--- config.mk ---
export PLATFORM = sky130hd
export DESIGN_NAME = twi_addr_match
export DESIGN_NICKNAME = d
export VERILOG_FILES = /design/src/rtl/twi_am_pkg.sv /design/src/rtl/twi_am_classify.sv /design/src/rtl/twi_am_ack_gate.sv /design/src/rtl/twi_addr_match.sv
export SDC_FILE = /design/constraint.sdc
export NUM_CORES = 1
export LEC_CHECK = 0
export BUFFER_PORTS_ARGS = -buffer_cell sky130_fd_sc_hd__buf_2
export CORE_MARGIN = 4
export CORE_UTILIZATION = 40
export CTS_CLUSTER_DIAMETER = 80
export CTS_CLUSTER_SIZE = 24
export DETAILED_ROUTE_END_ITERATION = 16
export GPL_ROUTABILITY_DRIVEN = 0
export GPL_TIMING_DRIVEN = 0
export PLACE_DENSITY = 0.67
export SLEW_MARGIN = 20
export SYNTH_ARGS = -nofsm -noshare
export SYNTH_HDL_FRONTEND = slang
export SYNTH_SLANG_ARGS = --single-unit
--- constraint.sdc ---
create_clock -name clk -period 3.1 [get_ports clk]
set_input_delay 0.465 -clock clk [delete_from_list [all_inputs] [get_ports clk]]
set_output_delay 0.465 -clock clk [all_outputs]
set_load 0.05 [all_outputs]
--- src/rtl/twi_am_pkg.sv ---
package twi_am_pkg;
  localparam int BYTE_W  = 8;
  localparam int ADDR_W  = 10;
  localparam int HI_W    = ADDR_W - BYTE_W;
  localparam int A7_W    = BYTE_W - 1;
  localparam int PFX_W   = BYTE_W - 1 - HI_W;
  localparam logic [PFX_W-1:0] HDR10_PFX = 5'b11110;
  localparam int RSV_W   = 4;

  typedef enum logic [2:0] {
    PH_IDLE   = 3'd0,
    PH_FIRST  = 3'd1,
    PH_SECOND = 3'd2,
    PH_DATA   = 3'd3,
    PH_SKIP   = 3'd4
  } am_phase_e;
endpackage

--- src/rtl/twi_am_classify.sv ---
module twi_am_classify
  import twi_am_pkg::*;
#(
  parameter int BW = BYTE_W,
  parameter int AW = ADDR_W
) (
  input  logic [BW-1:0] byte_i,
  input  logic [AW-1:0] own_i,
  output logic          rw_o,
  output logic          hdr10_o,
  output logic          hi_ok_o,
  output logic          lo_ok_o,
  output logic          a7_ok_o
);
  localparam int L_A7  = BW - 1;
  localparam int L_HI  = AW - BW;
  localparam int L_PFX = BW - 1 - L_HI;
  localparam int N_RSV = 2;

  logic [L_A7-1:0] addr7;
  logic [N_RSV-1:0] rsv_hit;

  assign addr7 = byte_i[BW-1:1];
  assign rw_o  = byte_i[0];

  // One comparator per reserved group: all-zero and all-one top nibble.
  for (genvar g = 0; g < N_RSV; g++) begin : g_rsv
    localparam logic [RSV_W-1:0] GRP = (g == 0) ? '0 : '1;
    assign rsv_hit[g] = (addr7[L_A7-1 -: RSV_W] == GRP);
  end

  assign hdr10_o = (byte_i[BW-1 -: L_PFX] == HDR10_PFX);
  assign hi_ok_o = (byte_i[L_HI:1] == own_i[AW-1 -: L_HI]);
  assign lo_ok_o = (byte_i == own_i[BW-1:0]);
  assign a7_ok_o = (addr7 == own_i[L_A7-1:0]) && (rsv_hit == '0);
endmodule

--- src/rtl/twi_am_ack_gate.sv ---
module twi_am_ack_gate (
  input  logic clk,
  input  logic rst_n,
  input  logic flush_i,
  input  logic take_i,
  input  logic decide_i,
  input  logic slot_i,
  output logic ready_o,
  output logic drive_o,
  output logic armed_o
);
  logic await_q;
  logic yes_q;
  logic slot_q;

  always_ff @(posedge clk or negedge rst_n) begin
    if (!rst_n) begin
      await_q <= 1'b0;
      yes_q   <= 1'b0;
      slot_q  <= 1'b0;
    end else begin
      slot_q <= slot_i;
      if (flush_i) begin
        await_q <= 1'b0;
        yes_q   <= 1'b0;
      end else if (take_i) begin
        await_q <= 1'b1;
        yes_q   <= decide_i;
      end else if (await_q && slot_q && !slot_i) begin
        await_q <= 1'b0;
        yes_q   <= 1'b0;
      end
    end
  end

  assign ready_o = !await_q;
  assign drive_o = await_q && yes_q && slot_i;
  assign armed_o = yes_q;
endmodule

--- src/rtl/twi_addr_match.sv ---
module twi_addr_match
  import twi_am_pkg::*;
#(
  parameter int BW = BYTE_W,
  parameter int AW = ADDR_W
) (
  input  logic          clk,
  input  logic          rst_n,
  input  logic [AW-1:0] cfg_own_addr,
  input  logic          cfg_ten_bit,
  input  logic          ev_start,
  input  logic          ev_stop,
  input  logic          byte_valid,
  output logic          byte_ready,
  input  logic [BW-1:0] byte_data,
  input  logic          ack_slot,
  output logic          ack_drive,
  output logic          addressed,
  output logic          is_read
);
  am_phase_e phase_q;
  logic      addr_q, read_q, remember_q;
  logic      rw, hdr10, hi_ok, lo_ok, a7_ok;
  logic      take, decide, armed;

  twi_am_classify #(.BW(BW), .AW(AW)) u_cls (
    .byte_i  (byte_data),
    .own_i   (cfg_own_addr),
    .rw_o    (rw),
    .hdr10_o (hdr10),
    .hi_ok_o (hi_ok),
    .lo_ok_o (lo_ok),
    .a7_ok_o (a7_ok)
  );

  assign take = byte_valid && byte_ready && !ev_start && !ev_stop;

  always_comb begin
    decide = 1'b0;
    case (phase_q)
      PH_FIRST:  decide = cfg_ten_bit ? (hdr10 && hi_ok && (!rw || remember_q)) : a7_ok;
      PH_SECOND: decide = lo_ok;
      PH_DATA:   decide = !read_q;
      default:   decide = 1'b0;
    endcase
  end

  twi_am_ack_gate u_ack (
    .clk      (clk),
    .rst_n    (rst_n),
    .flush_i  (ev_start || ev_stop),
    .take_i   (take),
    .decide_i (decide),
    .slot_i   (ack_slot),
    .ready_o  (byte_ready),
    .drive_o  (ack_drive),
    .armed_o  (armed)
  );

  always_ff @(posedge clk or negedge rst_n) begin
    if (!rst_n) begin
      phase_q    <= PH_IDLE;
      addr_q     <= 1'b0;
      read_q     <= 1'b0;
      remember_q <= 1'b0;
    end else if (ev_stop) begin
      phase_q    <= PH_IDLE;
      addr_q     <= 1'b0;
      read_q     <= 1'b0;
      remember_q <= 1'b0;
    end else if (ev_start) begin
      phase_q <= PH_FIRST;
    end else if (take) begin
      case (phase_q)
        PH_FIRST: begin
          if (!cfg_ten_bit) begin
            if (a7_ok) begin
              addr_q  <= 1'b1;
              read_q  <= rw;
              phase_q <= PH_DATA;
            end else begin
              addr_q  <= 1'b0;
              read_q  <= 1'b0;
              phase_q <= PH_SKIP;
            end
          end else if (hdr10 && hi_ok && !rw) begin
            addr_q     <= 1'b0;
            read_q     <= 1'b0;
            remember_q <= 1'b0;
            phase_q    <= PH_SECOND;
          end else if (hdr10 && hi_ok && rw && remember_q) begin
            addr_q  <= 1'b1;
            read_q  <= 1'b1;
            phase_q <= PH_DATA;
          end else begin
            addr_q     <= 1'b0;
            read_q     <= 1'b0;
            remember_q <= 1'b0;
            phase_q    <= PH_SKIP;
          end
        end
        PH_SECOND: begin
          if (lo_ok) begin
            addr_q     <= 1'b1;
            read_q     <= 1'b0;
            remember_q <= 1'b1;
            phase_q    <= PH_DATA;
          end else begin
            addr_q     <= 1'b0;
            read_q     <= 1'b0;
            remember_q <= 1'b0;
            phase_q    <= PH_SKIP;
          end
        end
        default: phase_q <= phase_q;
      endcase
    end
  end

  assign addressed = addr_q;
  assign is_read   = read_q;

  logic unused_armed;
  assign unused_armed = armed;
endmodule

==> flow_metrics.tcl <==
set metrics [dict create \
    nNetsFinal 149 \
    mostFrequentLayoutCells "28 x buf_2, 16 x xor2_1, 9 x dfrtp_1" \
    r2r-end "phase_q[0]$_DFFE_PN0P_" \
    synth_compound_area_frac 0.199 \
    p_total_uw 282 \
    fin_setup_tns_ps 0 \
    clock_path_buffers 2 \
    antenna_cells 0 \
    critPathCaptureType "flop" \
    fp.dieH_um 52.7 \
    fin_crit_sh 0.538 \
    cts_root_buf "clkbuf_4" \
    rrSetupSlack_ps 1430 \
    antenna_found_initial 0 \
    period_minus_slack_ps 1670 \
    synth_cell_type_count 37 \
    numCtsBuffers 3 \
    p_int_uw 201 \
    clock.fmax_mhz 600 \
    arrival_ps 1850 \
    dr.pass1.iters 4 \
    netlist_instances 91 \
    synth_mux_area_frac 0.0125 \
    final_util 0.553 \
    start_kind "flop" \
    p_leak_nw 0.459 \
    cts_hold_buf 0 \
    yosys_warnings 0 \
    timing.final.max_slew_violations 0 \
    swShare 0.288 \
    switchingPower_uw 81.2 \
    grt_pass1_vias 755 \
    pwr-share-comb 0.259 \
    ctsResizeCount 0 \
    drt_iter0_markers 12 \
    path_clk_slew_ps 60 \
    routed_wl_um 1800 \
    multiInputGateArea_um2 563 \
    power_frac_clock 0.305 \
    grt_pass1_wl_um 3160 \
    ys_seq_area_frac 0.282 \
    crit_path_max_fanout 6 \
    dieArea_mm2 0.00278 \
    portBuffers 28 \
    die_w_um 52.7 \
    regArea_um2 225 \
    syn2layout_area_growth_pct 24.7 \
    status "complete, no violations" \
    synth-xor-area-share 0.186 \
    cpPeakStageDelay_ps 460 \
    path_cells "or3b_4, nor4_2, nand4_1, o211a_1, o21ai_2" \
    cts.sinks 9 \
    ios 29 \
    final_common_cell "buf_2" \
    max_cap_viol_count 0 \
    post-cts-setup-buffer-count 0 \
    avgViaCountPerCell 5.34 \
    rsz0062_at_grt "no" \
    hold_viol_final 0 \
    skew_ps 0.782 \
    regToRegStartpoint "phase_q[2]$_DFFE_PN0P_" \
    num_rows 15 \
    start_util 0.444 \
    synthAdderAreaFrac 0 \
    synth_top_family_by_area "simple AND/OR/NAND/NOR gates" \
    detail_route.drc_violations 0 \
    power_density_mw_per_mm2 283 \
    syn_avg_cell_area_um2 8.79 \
    grt_util_all_layers 0.152 \
    synth_edf_count 0 \
    htreeDepth 1 \
    drive_gt1_frac 0.317 \
    stdcell_count 148 \
    place_hpwl_um 1600 \
    relSlewSlack 0.692 \
    syn_area_um2 800 \
    grt_start_max_net_pins 10 \
    synth_seq_cells 9 \
    dp_cells 144 \
    fillCellCount 185 \
    cp_data_required_time_ps 3280 \
    clk_latency_ps 250 \
    core-area_mm2 0.00180 \
    worst_pin_slew_ps 461 \
    setup_viol 0 \
    vias 790 \
    seqPwrFrac 0.435 \
    synth_ff_type "dfrtp_1" \
    ant_nets 0 \
    async_flop_share 1.00 \
    wl_per_cell_um 12.2 \
    syn-num-nets 116 \
    vdd_ir_drop_max_v 0.000286 \
    synth_simple_gate_area_frac 0.307 \
    cts_tree "done" \
    gr-total-overflow 0 \
    path_class "reg -> reg" \
    crit_slowest_cell "or3b_4" \
    hold_path_class "in -> async" \
    rr_worst_depth 5 \
]
[Yosys cell counts, drive strengths merged (2+ instances only)]
cell,n,share of area
a21oi,3,0.019
dfrtp,9,0.28
inv,3,0.014
nand2,5,0.023
nand3,5,0.031
nand4,2,0.016
nor2,6,0.028
nor3,4,0.039
nor3b,2,0.019
nor4,4,0.039
o21a,3,0.028
o21ai,6,0.047
o31a,2,0.022
or3b,3,0.036
xor2,16,0.18
[how the worst max path moves through the flow]
stage / startpoint / endpoint / slack (ps) / depth (start not counted)
final: phase_q[2]$_DFFE_PN0P_ / phase_q[0]$_DFFE_PN0P_ / 1430 / 5
after global routing: byte_data[5] / u_ack.armed_o$_DFFE_PN0P_ / 1310 / 6
after CTS: phase_q[2]$_DFFE_PN0P_ / is_read$_DFFE_PN0P_ / 1410 / 5
after detailed placement: byte_valid / is_read$_DFFE_PN0P_ / 1290 / 6
after global placement: byte_valid / is_read$_DFFE_PN0P_ / 1320 / 6
after floorplan: u_ack.await_q$_DFFE_PN0P_ / u_ack.armed_o$_DFFE_PN0P_ / 1530 / 4
[sequential cells by signal, indices dropped and copies added (netlist names)]
| name | flops |
|---|---|
| remember_q | 1 |
| u_ack.armed_o | 1 |
| u_ack.slot_q | 1 |
| addressed | 1 |
| u_ack.await_q | 1 |
| is_read | 1 |
| phase_q | 3 |
[area by class of cell]
cell class	instances	share of cell area
inverters	3	0.0113
multi-input cells	79	0.565
clock buffers	4	0.0263
well taps	25	0.0314
repair buffers	28	0.141
flip-flops and latches	9	0.226
[power by group through the flow]
stage                     clock (mW)  sequential [mW]  combinational (mW)
after floorplan                    0            0.124              0.0392
after global placement             0            0.125              0.0724
after detailed placement           0            0.125              0.0738
after CTS                     0.0908            0.123              0.0742
after global routing          0.0979            0.123              0.0830
final                         0.0862            0.123              0.0732
[metrics by stage]
stage	hold slack, ps	cell area (um2)	worst slack (ps)
floorplan	169	800	1530
global placement	326	971	1320
detailed placement	329	971	1290
CTS	54.7	997	1410
global route	56.7	997	1310
finish	56.0	997	1430
[cell families after synthesis]
kind of cell           after synthesis
AND/OR/NAND/NOR                     39
AO/OA/AOI/OAI                       22
XOR/XNOR                            17
flip-flops                           9
buffers and inverters                3
multiplexers                         1
[critical path, delay by kind of cell (launching register included)]
family | cells | cell delay, ps
simple gates | 3 | 900
compound gates | 2 | 250
flops | 1 | 430
[routing by layer]
layer | track usage | share of wire | up-vias
met1 | 0.199 | 0.44 | 363
li1 | - | - | 406
met3 | 0.0342 | 0.073 | 0
met5 | 0 | 0 | -
met2 | 0.254 | 0.48 | 21
met4 | 0.0255 | 0 | 0
(Power assumes the default switching activity.)
